File: config.mk
export PLATFORM = sky130hd
export DESIGN_NAME = burst_addr_port
export DESIGN_NICKNAME = d
export VERILOG_FILES = /design/src/rtl/burst_addr_port.sv
export SDC_FILE = /design/constraint.sdc
export NUM_CORES = 1
export LEC_CHECK = 0
export CAP_MARGIN = 20
export CELL_PAD_IN_SITES_DETAIL_PLACEMENT = 0
export CELL_PAD_IN_SITES_GLOBAL_PLACEMENT = 1
export CORE_MARGIN = 8
export CORE_UTILIZATION = 50
export CTS_BUF_LIST = sky130_fd_sc_hd__clkbuf_8
export CTS_CLUSTER_SIZE = 8
export DETAILED_ROUTE_END_ITERATION = 10
export DONT_BUFFER_PORTS = 1
export PLACE_DENSITY = 0.8
export SYNTH_ARGS = -nofsm -noshare
export SYNTH_HDL_FRONTEND = slang
export SYNTH_SLANG_ARGS = --single-unit
File: constraint.sdc
create_clock -name clk -period 10.26 [get_ports clk]
set_input_delay 1.026 -clock clk [delete_from_list [all_inputs] [get_ports clk]]
set_output_delay 1.026 -clock clk [all_outputs]
set_load 0.005 [all_outputs]
File: src/rtl/burst_addr_port.sv
module burst_addr_port #(
  parameter int AW     = 17,
  parameter int MEM_AW = 4,
  parameter int DW     = 36
) (
  input  logic          clk,
  input  logic          rst_n,
  input  logic [AW-1:0] ext_addr,
  input  logic          load_n,
  input  logic          step_n,
  input  logic          rpt_n,
  input  logic          wr_en,
  input  logic [DW-1:0] wdata,
  output logic [AW-1:0] acc_addr,
  output logic [DW-1:0] rdata
);
  localparam int DEPTH = 1 << MEM_AW;

  logic [AW-1:0] cnt_q;
  logic [AW-1:0] saved_q;
  logic [DW-1:0] mem [DEPTH];
  logic [MEM_AW-1:0] widx;

  always_comb begin
    if (!rpt_n)       acc_addr = saved_q;
    else if (!load_n) acc_addr = ext_addr;
    else if (!step_n) acc_addr = cnt_q + 1'b1;
    else              acc_addr = cnt_q;
  end

  assign widx = acc_addr[MEM_AW-1:0];

  always_ff @(posedge clk or negedge rst_n) begin
    if (!rst_n) begin
      cnt_q   <= '0;
      saved_q <= '0;
    end else begin
      cnt_q <= acc_addr;
      if (rpt_n && !load_n) saved_q <= ext_addr;
    end
  end

  always_ff @(posedge clk) begin
    if (wr_en) mem[widx] <= wdata;
  end

  always_ff @(posedge clk or negedge rst_n) begin
    if (!rst_n) rdata <= '0;
    else        rdata <= mem[widx];
  end


  advance_chk: assert property (@(posedge clk) disable iff (!rst_n)
    (rpt_n && load_n && !step_n && $past(rst_n)) |-> acc_addr == AW'($past(acc_addr) + 1'b1));


  hold_chk: assert property (@(posedge clk) disable iff (!rst_n)
    (rpt_n && load_n && step_n && $past(rst_n)) |-> acc_addr == $past(acc_addr));


  load_capture_chk: assert property (@(posedge clk) disable iff (!rst_n)
    (rpt_n && !load_n) |=> saved_q == $past(ext_addr));


  saved_stable_chk: assert property (@(posedge clk) disable iff (!rst_n)
    (load_n || !rpt_n) |=> $stable(saved_q));


  repeat_chk: assert property (@(posedge clk) disable iff (!rst_n)
    (!rpt_n && $past(rst_n) && $past(rpt_n) && !$past(load_n)) |-> acc_addr == $past(ext_addr));
endmodule

Word-level counts from Yosys, hierarchy flattened

Memories as Yosys holds them, arrays and structs flattened. A register that Yosys moved wholly into a read port is not among the register bits.
Cells that the tools add are included.

Flip-flop bits (word level): 34
Memory bits (writable): 576
Input port bits: 59
Output and inout port bits: 53
Logic and storage cells: 12
Memories kept: 1

Memories:

| memory | depth | bits a word | read ports | clocked after Yosys merged registers in | write ports | RTL line | source |
|---|---|---|---|---|---|---|---|
| mem    | 16    | 36          | 1          | 1                                       | 1           | 21       | `logic [DW-1:0] mem [DEPTH];` |

Add/subtract/negate cells: 1
Muxes and demuxes: 5
Reductions and logical operators: 3

Operator list:

| operator                                                         | count |
|---|---|
| 17-bit 2-to-1 mux                                                | 3 |
| 17-bit by 1-bit adder with 17-bit output (second input constant) | 1 |
| 1-bit logical NOT                                                | 2 |
| 1-bit 2-to-1 mux                                                 | 2 |
| 1-bit logical AND                                                | 1 |

Logic depth before layout (Yosys ltp)

Depth in word-level cells: 4
Depth in mapped cells: 9
Gate-level depth less buffers: 7

Least setup slack after synthesis

No wires, ideal clock.

Kind: input to register
From: input step_n
To: memory mem[5][0], enable pin
Setup time: 429 ps
Arrival time: 3,981 ps
Data required time: 9,831 ps
Slack: 5,850 ps
Stages: 7
Path through: buf_4 -> and4b_1 -> mux2_4 -> a21oi_2 -> buf_2 -> nor2_1 -> nor2_1

Longest elaborated chain between the ends: 3

Ends and longest elaborated chain:

| item              | RTL line | source |
|---|---|---|
| from (decl)       | 10       | `input logic step_n,` |
| 17-bit 2-to-1 mux | 27       | `else if (!step_n) acc_addr = cnt_q + 1'b1;` |
| 17-bit 2-to-1 mux | 26       | `else if (!load_n) acc_addr = ext_addr;` |
| 17-bit 2-to-1 mux | 25       | `if (!rpt_n) acc_addr = saved_q;` |
| to (decl)         | 21       |  |

Every way passes these cells.

Worst setup path after layout

From: register cnt_q[1]
To: output acc_addr[1]

Longest elaborated chain between the ends: 4

Ends and longest elaborated chain:

| item                                     | RTL line | source |
|---|---|---|
| from (decl)                              | 19       | `logic [AW-1:0] cnt_q;` |
| from (signal assigned)                   | 38       | `cnt_q <= acc_addr;` |
| 17-bit by 1-bit adder with 17-bit output | 27       |  |
| 17-bit 2-to-1 mux *                      | 27       |  |
| 17-bit 2-to-1 mux *                      | 26       |  |
| 17-bit 2-to-1 mux *                      | 25       |  |
| to (decl)                                | 14       | `output logic [AW-1:0] acc_addr,` |

Mark *: on every way between the ends. The rest lies on a longest branch, timed or not.

==> impl_results.md <==
- First-pass GRT wire length: between 100000 and 150000 um
- Die width: about 250 um
- Longest Clk Path Bufs: 3
- Top_reg_cell synth: edfxtp_1
- Most common cell after layout, fill and taps aside: edfxtp_1
- Latest clock arrival within the worst-skew pair: ~710 ps
- Worst-path clk slew: roughly 60 ps
- DR vias: 16100
- Cells after Synth: between 1500 and 2000
- Max stage delay on crit path: 690 ps
- H-tree depth reported by CTS: 3
- Rel. slew slack: between 30% and 40%
- Area occupied by multi-input gates: between 6000 and 7000 um^2
- Die Footprint: 60400 um^2
- Crit path top cell by count: buf_4
- Vias in the first global route: around 16000
- Pre-CTS setup slack: just under 6000 ps
- Setup TNS Final: 0 ps
- Share of the yosys chip area belonging to registers: approximately 72%
- Largest net degree at the start of global routing: 184
- Max VDD drop: just over 0.00009 V
- Core area: 52300 um^2
- Leak: ~9.7 nW
- Req. time, crit path: roughly 9000 ps
- Yosys Warn Count: 0
- Critical path, cell by cell: ha_1 -> mux2i_4 -> buf_4 -> o211a_4 -> inv_6 -> buf_4
- CP top delay family: buffers and inverters
- Layout cells sized above 1: roughly 14%
- Setup-failing EPs final: 0
- Post-synthesis cell area: between 20000 and 30000 um^2
- Worst Hold Class: in2async
- WP data arrival: between 3000 and 4000 ps
- Post-Syn Area per Cell: 15.2 um^2
- Achievable Freq: approximately 210 MHz
- DRC Markers: 0
- RePlAce Congestion: 0.799
- CTS Buf Count: about 100
- Nets@finish: roughly 1800
- Synth Area in XOR/XNOR: less than 1%
- Largest family of logic cells by synthesized area: compound AO/OA/AOI/OAI gates
- Reg area: between 15000 and 20000 um^2
- Tightest Pin Transition: approximately 1000 ps
- Gr ovfl total: 0
- Synth cell types: 52
- Fillers: approximately 4100
- Initial DRC count: around 1700
- Most frequent cells in the layout: edfxtp_1 (576), o2111ai_1 (180), inv_1 (170)
- Post-synth ARST share: around 11%
- Port bufs: 0
- Initial antenna violation count: 0
- CTS tree: built
- CTS Sinks: ~650
- Flop and latch count out of synthesis: roughly 650
- Multiplexer share of the synthesized area: roughly 4.8%
- HPWL Detailed: around 35000 um
- All-Layer GR Usage: 22.5%
- Post-route ant nets: 0
- Final slew viol count: 0
- P per Cell Area: around 200 nW/um^2
- Tcrit/Tclk final: 46.4%
- Adder-cell area share of the yosys netlist: less than 1%
- Compound-cell area share of the yosys netlist: between 10% and 20%
- Fraction of the mapped netlist area in simple logic gates: roughly 3.1%
- Crit start category: flop
- I/O pin cnt: 112
- WP buf/inv: 3
- Die Ht: 246 um
- Synth Net Count: approximately 1800
- Initial core utilization: between 50% and 60%
- Vias/cell: approximately 6.4
- Status: finished, final reports clean
- Final hold vios: 0
- RSZ-0062 raised after global routing: no
- Period minus WS final: roughly 4800 ps
- DR WL/cell: around 28 um
- Crit. End Element: primary output
- Max_cap viols: 0
- DRT Pass-1 Iters: 6
- Post-cts sizing count: 0
- Slowest CP cell: o211a_4
- CTS Root Cell: clkbuf_8
- Drt total wl: around 69000 um
- Setup CP Type: reg2out
- Area delta synth->final: 9.90%
- Row count: 84
- Post-synth EDFFs: ~580
- ANT cells: 0
- Final Skew: 35.5 ps
- Slack of the critical path: around 5500 ps
- Crit-path max FO: 71
layout make-up:
type | instances | share of cell area, %
clock inverters | 79 | 1.17
inverters | 115 | 1.52
clock buffers | 114 | 5.41
multi-input cells | 824 | 22.1
flip-flops and latches | 646 | 65.7
repair buffers | 39 | 1.14
well taps | 688 | 2.97
logic make-up (layout without fill, tap and decap cells):
logic type      Yosys count  after routing
flops                   646            646
simple gates            190            190
compound gates          510            510
xor+xnor                 13             13
mux                     110            110
buf+inv                 268            347
fa+ha+maj                 1              1
path summary, 6_finish.rpt:
kind	startpoint	to	slack, ps	cells after the start
setup / recovery	cnt_q[1]$_DFF_PN0_	acc_addr[1]	5500	6
hold reg to reg	saved_q[7]$_DFFE_PN0P_	saved_q[7]$_DFFE_PN0P_	470	2
max in group asynchronous	rst_n	rdata[32]$_DFF_PN0_	8840	1
min in group clk	wdata[10]	mem[6][10]$_DFFE_PP_	410	0
hold / removal	rst_n	rdata[1]$_DFF_PN0_	230	1
setup reg to reg	cnt_q[1]$_DFF_PN0_	mem[8][4]$_DFFE_PP_	6040	7
per-stage QoR:
step                      hold slack (ps)  std cells  utilization [%]  total power [W]  instance area, um^2
after detailed placement              463       2309             51.6          0.00379                27000
final                                 235       2505             55.4          0.00577                29000
after CTS                             197       2505             55.4          0.00580                29000
after floorplan                       438       1738                -          0.00357                26400
after global routing                  234       2505             55.4          0.00598                29000
after global placement                458       2309             51.6          0.00378                27000
registers in the layout, indices dropped and copies added (netlist names):
signal,count
cnt_q,17
mem,576
rdata,36
saved_q,17
metal layers:
layer | GRT usage, % | wire, um | up-vias
met5 | 0 | 0 | -
met4 | 8.10 | 1660 | 0
met3 | 6.28 | 7020 | 143
met2 | 36.2 | 33300 | 808
met1 | 29.2 | 27000 | 8144
li1 | - | - | 6980
cell usage after synthesis (all sizes together) (2+ instances only):
library cell    n  share of area (%)
edfxtp        576                 66
o2111ai       180                6.0
nand2         124                1.8
inv           115                1.6
mux2          109                4.7
o211ai        109                3.1
clkbuf         93                1.3
a21oi          77                1.5
o221ai         76                2.5
dfrtp          70                6.6
buf            60                1.3
a22o           36                1.2
nor2           28               0.40
o21ai          10               0.19
a21o            9               0.26
nand3           8               0.15
xor2            8               0.27
a211oi          5               0.16
nor2b           5               0.12
xnor2           5               0.17
nand2b          4              0.095
and3            3              0.071
nand4           3              0.071
nor3            3              0.057
nand4b          2              0.066
or3             2              0.047
where the power goes:
part           leakage (nW)  switching [W]  internal, W
combinational          2.51       0.000475     0.000215
sequential             6.06      0.0000683      0.00299
clock                  1.18       0.000998      0.00102
what timing repair did:
| item | 4_1_cts | 5_1_grt |
|---|---|---|
| setup buffers | 0 | 0 |
| endpoints found under the hold margin | 58 | 0 |
| hold buffers | 3 | 0 |
(Power assumes the default switching activity.)
